<file path="config.mk">
export PLATFORM = sky130hd
export DESIGN_NAME = syn_core
export DESIGN_NICKNAME = d
export VERILOG_FILES = /design/src/rtl/syn_pkg.sv /design/src/rtl/syn_prog_div.sv /design/src/rtl/syn_pfd.sv /design/src/rtl/syn_lock_det.sv /design/src/rtl/syn_core.sv
export SDC_FILE = /design/constraint.sdc
export NUM_CORES = 1
export LEC_CHECK = 0
export ABC_AREA = 1
export BUFFER_PORTS_ARGS = -buffer_cell sky130_fd_sc_hd__buf_2
export CAP_MARGIN = 20
export CORE_ASPECT_RATIO = 1.25
export CORE_MARGIN = 5
export CORE_UTILIZATION = 60
export CTS_CLUSTER_SIZE = 40
export DETAILED_ROUTE_END_ITERATION = 7
export PLACE_DENSITY = 0.86
export SYNTH_ARGS = -nofsm -noshare
export SYNTH_HDL_FRONTEND = slang
export SYNTH_HIERARCHICAL = 1
export SYNTH_SLANG_ARGS = --single-unit
export TNS_END_PERCENT = 10
</file>
<file path="constraint.sdc">
create_clock -name clk -period 4 [get_ports clk]
set_clock_uncertainty 0.1 [all_clocks]
set_input_delay 0.6 -clock clk [delete_from_list [all_inputs] [get_ports clk]]
set_output_delay 0.6 -clock clk [all_outputs]
set_load 0.01 [all_outputs]
</file>
<file path="src/rtl/syn_pkg.sv">
package syn_pkg;
    localparam int N_W   = 15;
    localparam int REF_W = 10;
    localparam int ERR_W = 8;

    typedef enum logic [2:0] {
        TM_AUTO   = 3'b000,
        TM_MANUAL = 3'b001,
        TM_OFF_A  = 3'b010,
        TM_OFF_B  = 3'b011,
        TM_REFPIN = 3'b100,
        TM_HALFPN = 3'b101,
        TM_SINK   = 3'b110,
        TM_SOURCE = 3'b111
    } test_mode_e;

    typedef struct packed {
        logic up;
        logic dn;
    } pump_t;

    // terminal count (ratio - 1) of the reference divider
    function automatic logic [REF_W-1:0] ref_term(input logic sel_a, input logic sel_b);
        if (!sel_b)     return REF_W'(639);
        else if (!sel_a) return REF_W'(1023);
        else            return REF_W'(511);
    endfunction
endpackage

</file>
<file path="src/rtl/syn_prog_div.sv">
module syn_prog_div #(
    parameter int W = 15
) (
    input  logic         clk,
    input  logic         rst,
    input  logic         en,
    input  logic [W-1:0] term,
    output logic         tc
);
    logic [W-1:0] cnt;

    always_ff @(posedge clk) begin
        if (rst) begin
            cnt <= '0;
            tc  <= 1'b0;
        end else if (en) begin
            if (cnt >= term) begin
                cnt <= '0;
                tc  <= 1'b1;
            end else begin
                cnt <= cnt + 1'b1;
                tc  <= 1'b0;
            end
        end else begin
            tc <= 1'b0;
        end
    end

    AST_TC_AFTER_TICK: assert property (@(posedge clk) disable iff (rst)
        tc |-> $past(en));
endmodule

</file>
<file path="src/rtl/syn_pfd.sv">
module syn_pfd (
    input  logic clk,
    input  logic rst,
    input  logic ref_tc,
    input  logic div_tc,
    output logic up,
    output logic dn
);
    logic clr;
    assign clr = up & dn;

    always_ff @(posedge clk) begin
        if (rst) begin
            up <= 1'b0;
            dn <= 1'b0;
        end else if (clr) begin
            up <= ref_tc;
            dn <= div_tc;
        end else begin
            up <= up | ref_tc;
            dn <= dn | div_tc;
        end
    end

    AST_PFD_SINGLE_OVERLAP: assert property (@(posedge clk) disable iff (rst)
        (up && dn && !(ref_tc && div_tc)) |=> !(up && dn));
endmodule

</file>
<file path="src/rtl/syn_lock_det.sv">
module syn_lock_det #(
    parameter int ERR_W       = 8,
    parameter int LOCK_CYCLES = 4
) (
    input  logic             clk,
    input  logic             rst,
    input  logic             ref_tc,
    input  logic             up,
    input  logic             dn,
    input  logic [ERR_W-1:0] win,
    output logic             locked
);
    localparam int GW = $clog2(LOCK_CYCLES + 1);

    logic [ERR_W-1:0] err;
    logic [GW-1:0]    good;
    logic             big;

    assign big = err > win;

    always_ff @(posedge clk) begin
        if (rst || ref_tc)
            err <= '0;
        else if ((up ^ dn) && err != '1)
            err <= err + 1'b1;
    end

    always_ff @(posedge clk) begin
        if (rst || big)
            good <= '0;
        else if (ref_tc && good != GW'(LOCK_CYCLES))
            good <= good + 1'b1;
    end

    always_ff @(posedge clk) begin
        if (rst || big)
            locked <= 1'b0;
        else if (ref_tc && good == GW'(LOCK_CYCLES - 1))
            locked <= 1'b1;
    end

    AST_LOCK_ON_COMPARE: assert property (@(posedge clk) disable iff (rst)
        $rose(locked) |-> $past(ref_tc));
    AST_LOCK_DROP: assert property (@(posedge clk) disable iff (rst)
        big |=> !locked);
endmodule

</file>
<file path="src/rtl/syn_core.sv">
module syn_core
    import syn_pkg::*;
#(
    parameter int LOCK_CYCLES = 4
) (
    input  logic             clk,
    input  logic             rst,
    input  logic             ref_en,
    input  logic             vco_en,
    input  logic [N_W-1:0]   div_n,
    input  logic             ratio_a,
    input  logic             ratio_b,
    input  logic             cp_high,
    input  logic [2:0]       test_mode,
    input  logic             tune_off,
    input  logic [ERR_W-1:0] lock_win,
    output logic             pump_up,
    output logic             pump_dn,
    output logic             pump_hi,
    output logic             acps,
    output logic             in_lock,
    output logic             lock_pin,
    output logic             tune_oe
);
    logic [N_W-1:0] div_term;
    logic           div_tc, ref_tc, half_q;
    pump_t          pfd_q, pump_o;
    test_mode_e     tm;

    assign tm       = test_mode_e'(test_mode);
    assign div_term = (div_n == '0) ? '0 : div_n - 1'b1;

    syn_prog_div #(.W(N_W)) u_main_div (
        .clk(clk), .rst(rst), .en(vco_en), .term(div_term), .tc(div_tc)
    );

    syn_prog_div #(.W(REF_W)) u_ref_div (
        .clk(clk), .rst(rst), .en(ref_en), .term(ref_term(ratio_a, ratio_b)), .tc(ref_tc)
    );

    syn_pfd u_pfd (
        .clk(clk), .rst(rst), .ref_tc(ref_tc), .div_tc(div_tc),
        .up(pfd_q.up), .dn(pfd_q.dn)
    );

    syn_lock_det #(.ERR_W(ERR_W), .LOCK_CYCLES(LOCK_CYCLES)) u_lock (
        .clk(clk), .rst(rst), .ref_tc(ref_tc), .up(pfd_q.up), .dn(pfd_q.dn),
        .win(lock_win), .locked(in_lock)
    );

    always_ff @(posedge clk) begin
        if (rst)
            half_q <= 1'b0;
        else if (div_tc)
            half_q <= ~half_q;
    end

    always_comb begin
        pump_o   = pfd_q;
        lock_pin = ~in_lock;
        unique case (tm)
            TM_OFF_A, TM_OFF_B: pump_o = '{up: 1'b0, dn: 1'b0};
            TM_SINK:            pump_o = '{up: 1'b0, dn: 1'b1};
            TM_SOURCE:          pump_o = '{up: 1'b1, dn: 1'b0};
            TM_REFPIN:          lock_pin = ref_tc;
            TM_HALFPN:          lock_pin = half_q;
            default:            ;
        endcase
    end

    assign pump_up = pump_o.up;
    assign pump_dn = pump_o.dn;
    assign acps    = ~((tm == TM_AUTO) & in_lock);
    assign pump_hi = cp_high & acps;
    assign tune_oe = ~tune_off;

    AST_ACPS_RISE_ON_UNLOCK: assert property (@(posedge clk) disable iff (rst)
        (tm == TM_AUTO && $past(tm) == TM_AUTO && $rose(acps)) |-> $past(in_lock));
    AST_HALF_HOLD: assert property (@(posedge clk) disable iff (rst)
        (tm == TM_HALFPN && $past(tm) == TM_HALFPN && !$past(div_tc)) |-> $stable(lock_pin));
endmodule

</file>
==> metrics.yaml, run 1 <==
remaining_drc_errors: 0
whs_ps: 381
core_area_sq_um: 5480
die_y_um: 94.4
vias: 3069
grt_usage: 0.188
finish.utilization: 0.692
worstPathMaxFanout: 15
synth_cell_types: 34
overflow: 0
io_pins: 41
ff2ff_setup_slack_ps: 2170
setup_violations: 0
syn_area_sq_um: 3420
r2r-end: "u_main_div/cnt[14]$_SDFFE_PP0P_"
final_common_cell: "nand2_1"
ff2ff_path_depth: 10
start_kind: "input port"
synth-seq-cells: 42
cts_setup_buffers: 0
clk_latency_ps: 290
start_util: 0.624
worst_ir_drop_vdd_mv: 0.214
drv_cap: 0
fmax_mhz: 366
setup_tns_ps: 0
p_leak_nw: 1.96
arrival_ps: 2860
hp-start: "u_main_div/tc$_SDFF_PP0_"
first_pass_iters: 4
fp.dieW_um: 77.5
ys_seq_area_frac: 0.246
post-route-period-util: 0.683
wl_per_cell_um: 10.5
end_kind: "register"
hold-path-endpoint: "u_pfd/dn$_SDFF_PP0_"
hp-class: "register to register"
htree_levels: 2
wirelength_um: 6600
fin_crit_ps: 2730
power_density_nw_per_um2: 236
whs_path_depth: 2
first_iter_violations: 80
synth.area.top_cells: "dfxtp_1 25%, ha_1 15%, nand2_1 12%"
post_cts_resized: 0
required_ps: 4120
yosys.area.top_type: "dfxtp_1"
dp_hpwl_um: 5290
clk_pin_slew_ps: 90
drive_gt1_frac: 0.149
area.growth.synth_to_final_pct: 10.9
finalMaxSlewViolations: 0
postRouteAntennaNets: 0
hold_viol: 0
syn_inst: 512
rr_startpoint: "u_main_div/cnt[10]$_SDFFE_PP0P_"
ctsHoldBuffers: 0
cts_buffer_depth: 2
cts_tree: "yes"
gp_congestion: 0.922
clockRootBuffer: "clkbuf_8"
crit_type: "input port to register"
synth_area_per_cell_sq_um: 6.68
core.rowCount: 30
grt_pass1_vias: 2971
nets: 635
rsz0062_at_grt: "false"
numPortBuffers: 40
grt_max_degree: 16
cts_buffers: 5
clkSinkCount: 42
status: "finished clean"
die_area_sq_um: 7320
grt_antenna_before_repair: 0
ys_warn_count: 6
n_antenna_cell: 0
vias_per_cell: 4.90
grt_pass1_wl_um: 11600
final_cell_mix: "113 x nand2_1, 90 x nor2_1, 83 x inv_1"
synth_top_area_frac: 0.246
-- power breakdown --
part | switching [mW] | internal (mW)
sequential | 0.00641 | 0.422
clock | 0.154 | 0.187
combinational | 0.0729 | 0.0513
-- worst max path at each step --
stage                        start  slack (ps)                               to
after global routing      div_n[0]         940  u_main_div/cnt[14]$_SDFFE_PP0P_
final                     div_n[0]        1270  u_main_div/cnt[14]$_SDFFE_PP0P_
after global placement    div_n[0]        1070  u_main_div/cnt[14]$_SDFFE_PP0P_
after CTS                 div_n[0]        1270  u_main_div/cnt[14]$_SDFFE_PP0P_
after floorplan           div_n[0]        1310   u_main_div/cnt[0]$_SDFFE_PP0P_
after detailed placement  div_n[0]         970   u_main_div/cnt[4]$_SDFFE_PP0P_
-- sequential cells by signal, indices dropped and copies added, names as in the netlist, 3 cells and up --
register and cells:
u_ref_div/cnt 10, u_main_div/cnt 15, u_lock/err 8, u_lock/good 3
-- final cells by class --
class | instances | area [sq um]
repair buffers | 40 | 200
well taps | 64 | 80.1
clock buffers | 5 | 68.8
inverters | 90 | 340
multi-input cells | 382 | 2220
fillers | 481 | 1690
flip-flops and latches | 42 | 841
clock inverters | 3 | 43.8
-- cell usage after synthesis --
library cell,n
a21boi_1,2
a21o_1,3
a21oi_1,17
a22oi_1,1
and2_1,4
buf_4,1
buf_6,3
clkinv_1,2
conb_1,1
dfxtp_1,42
ha_1,40
inv_1,83
inv_2,4
inv_4,1
mux2_1,1
mux2i_1,2
nand2_1,113
nand2_2,6
nand2_4,3
nand3_1,21
nand3_2,5
nand3b_1,1
nand4_1,7
nor2_1,90
nor2_2,11
nor2_4,6
nor3_1,3
nor4_1,1
o21ai_0,2
o21ai_1,3
o22ai_1,1
o31ai_1,2
xnor2_1,11
xor2_1,19
-- stage by stage --
| stage | cells | setup WS, ps | power, mW | area (sq um) |
|---|---|---|---|---|
| final | 626 | 1270 | 0.894 | 3790 |
| after global routing | 626 | 936 | 0.942 | 3790 |
| after CTS | 626 | 1270 | 0.907 | 3790 |
| after detailed placement | 618 | 966 | 0.563 | 3680 |
| after global placement | 618 | 1070 | 0.556 | 3680 |
| after floorplan | 518 | 1310 | 0.523 | 3440 |
-- logic make-up after synthesis --
family / synth area share
AND/OR/NAND/NOR: 0.357
adder cells (fa/ha/maj): 0.146
XOR/XNOR: 0.0768
multiplexers: 0.00915
AO/OA/AOI/OAI: 0.0516
other: 0.00110
flip-flops: 0.246
buffers and inverters: 0.112
-- worst max-delay path, cell delays in order --
cell,delay [ps]
buf_2,110
inv_1,80
ha_1,230
nand2_4,90
nor2_1,100
and2_1,330
nor2_1,90
inv_1,60
ha_1,240
nand2_1,100
inv_1,40
a21oi_1,130
nand2_1,80
nand2_1,60
nand3_1,60
nand2_1,90
nand2_2,190
nor2_1,170
-- metal layers --
layer | vias up | GRT usage | wire length [um]
met2 | 37 | 0.373 | 3490
li1 | 1665 | - | -
met3 | 14 | 0.0324 | 194
met1 | 1353 | 0.195 | 2790
met4 | 0 | 0.0659 | 121
met5 | - | 0 | 0
No activity file was read; power rests on OpenSTA's default activity.
==> run 2: changes to the inputs <==
--- a/config.mk
+++ b/config.mk
@@ -10,10 +10,10 @@
 export CAP_MARGIN = 20
 export CORE_ASPECT_RATIO = 1.25
 export CORE_MARGIN = 5
-export CORE_UTILIZATION = 60
+export CORE_UTILIZATION = 59
 export CTS_CLUSTER_SIZE = 40
 export DETAILED_ROUTE_END_ITERATION = 7
-export PLACE_DENSITY = 0.86
+export PLACE_DENSITY = 0.85
 export SYNTH_ARGS = -nofsm -noshare
 export SYNTH_HDL_FRONTEND = slang
 export SYNTH_HIERARCHICAL = 1
==> constraint.sdc (replaced) <==
create_clock -name clk -period 2.6 [get_ports clk]
set_clock_uncertainty 0.1 [all_clocks]
set_input_delay 0.39 -clock clk [delete_from_list [all_inputs] [get_ports clk]]
set_output_delay 0.39 -clock clk [all_outputs]
set_load 0.01 [all_outputs]
==> run 2 against run 1 <==
Cell count is 1.8% higher. Flip-flop and latch count stayed put. Register-to-register slack worse by 1400 ps. Via count is 2.0% higher. Critical path depth is 3 higher. Combinational power is 64% higher. Routed wire length is 0.71% lower. Clock power is 22% higher. Global-route usage is 0.29 points lower.
==> metrics.yaml, run 2 (same netlist as run 1, synthesis figures left out) <==
status: "finished clean"
overflow: 0
finalMaxSlewViolations: 0
clkSinkCount: 42
ctsHoldBuffers: 0
core_area_sq_um: 5700
cts_tree: "yes"
grt_max_degree: 16
pwr-share-clk: 0.325
setup_tns_ps: 0
remaining_drc_errors: 0
post_cts_resized: 0
ff2ff_setup_slack_ps: 810
drv_cap: 0
clk_pin_slew_ps: 90
numPortBuffers: 40
swShare: 0.275
setup_violations: 0
n_antenna_cell: 0
fin_crit_ps: 2400
post-route-period-util: 0.921
intPower_uw: 926
drive_gt1_frac: 0.170
start_kind: "input port"
arrival_ps: 2470
fmax_mhz: 417
startpoint: "div_n[0]"
hp-start: "rst"
grt_usage: 0.185
end_kind: "register"
largest_reg_flops: 15
die_y_um: 95.1
cts_buffers: 5
clk_latency_ps: 290
htree_levels: 2
sequentialPowerShare: 0.516
vias: 3129
grt_antenna_before_repair: 0
worstPathMaxFanout: 15
hold_viol: 0
p_leak_nw: 2.00
hp-class: "input port to register"
power_density_nw_per_um2: 331
nets: 644
worst_ir_drop_vdd_mv: 0.339
wl_per_cell_um: 10.3
postRouteAntennaNets: 0
crit_type: "input port to register"
grt_pass1_wl_um: 11700
final_common_cell: "nand2_1"
final_cell_mix: "113 x nand2_1, 88 x nor2_1, 83 x inv_1"
clockRootBuffer: "clkbuf_8"
rsz0062_at_grt: "false"
fill_cells: 496
finish.utilization: 0.677
rr_startpoint: "u_main_div/cnt[6]$_SDFFE_PP0P_"
cts_buffer_depth: 2
first_iter_violations: 97
core.rowCount: 31
p_sw_uw: 351
largest-register: "u_main_div/cnt"
wirelength_um: 6550
combPwrFrac: 0.159
required_ps: 2680
first_pass_iters: 4
dp_hpwl_um: 5380
start_util: 0.600
gp_congestion: 0.928
reg_top3: "u_main_div/cnt: 15 flops, u_ref_div/cnt: 10 flops, u_lock/err: 8 flops"
io_pins: 41
p_total_mw: 1.28
die_area_sq_um: 7430
grt_pass1_vias: 2922
vias_per_cell: 4.91
fp.dieW_um: 78.1
cts_setup_buffers: 0
area.growth.synth_to_final_pct: 12.9
run 2: cell types whose count changed in the layout (fill, tap and decap cells not counted), sizes merged:
cell / before / now
buf: 40 / 49
clkinv: 3 / 4
bufinv: 1 / 0
run 2: path summary, 6_finish.rpt:
kind,end,depth (start not counted)
hold / removal,u_pfd/up$_SDFF_PP0_,2
setup reg to reg,u_main_div/cnt[6]$_SDFFE_PP0P_,11
hold reg to reg,u_pfd/dn$_SDFF_PP0_,2
setup / recovery,u_main_div/cnt[6]$_SDFFE_PP0P_,21
run 2: area by class of cell:
class                           count  area, sq um  area share
Inverter                           90          340      0.0881
Clock inverter                      3         18.8     0.00486
Clock buffer                        5         68.8      0.0178
Timing Repair Buffer               49          280      0.0726
Sequential cell                    42          841       0.218
Multi-Input combinational cell    382         2230       0.577
Tap cell                           66         82.6      0.0214
run 2: power by group through the flow:
stage	combinational (mW)	clock (mW)	sequential, mW
after floorplan	0.132	0	0.672
after global placement	0.193	0	0.674
after detailed placement	0.202	0	0.674
after CTS	0.203	0.431	0.659
after global routing	0.237	0.464	0.661
final	0.203	0.415	0.659
run 2: critical path: stages:
cell,delay [ps]
buf_2,100
inv_1,80
ha_2,210
nand2_4,80
nor2_4,130
nand2_1,70
nand2_1,50
nand2_1,50
nor2_1,110
inv_1,60
ha_1,290
nand2_1,80
nor2_2,130
nand2_1,60
nor2_1,100
nor2_1,50
nand3_1,80
nand2_1,80
nand2_2,90
buf_12,140
nor2_1,50
run 2: per-stage QoR:
| stage | instances | setup WS (ps) | hold WS [ps] | area (sq um) |
|---|---|---|---|---|
| 2_1_floorplan | 518 | 119 | 337 | 3440 |
| 3_3_place_gp | 629 | -86.5 | 370 | 3760 |
| 3_5_place_dp | 629 | -151 | 379 | 3760 |
| 4_1_cts | 637 | 131 | 273 | 3850 |
| 5_1_grt | 637 | 10.2 | 279 | 3860 |
| 6_report | 637 | 204 | 269 | 3860 |
run 2: layer usage:
metal / wire (um) / track usage / vias to the layer above
met5: 0 / 0 / -
met2: 3370 / 0.352 / 33
met3: 192 / 0.0302 / 7
li1: - / - / 1690
met1: 2900 / 0.211 / 1399
met4: 82 / 0.0493 / 0
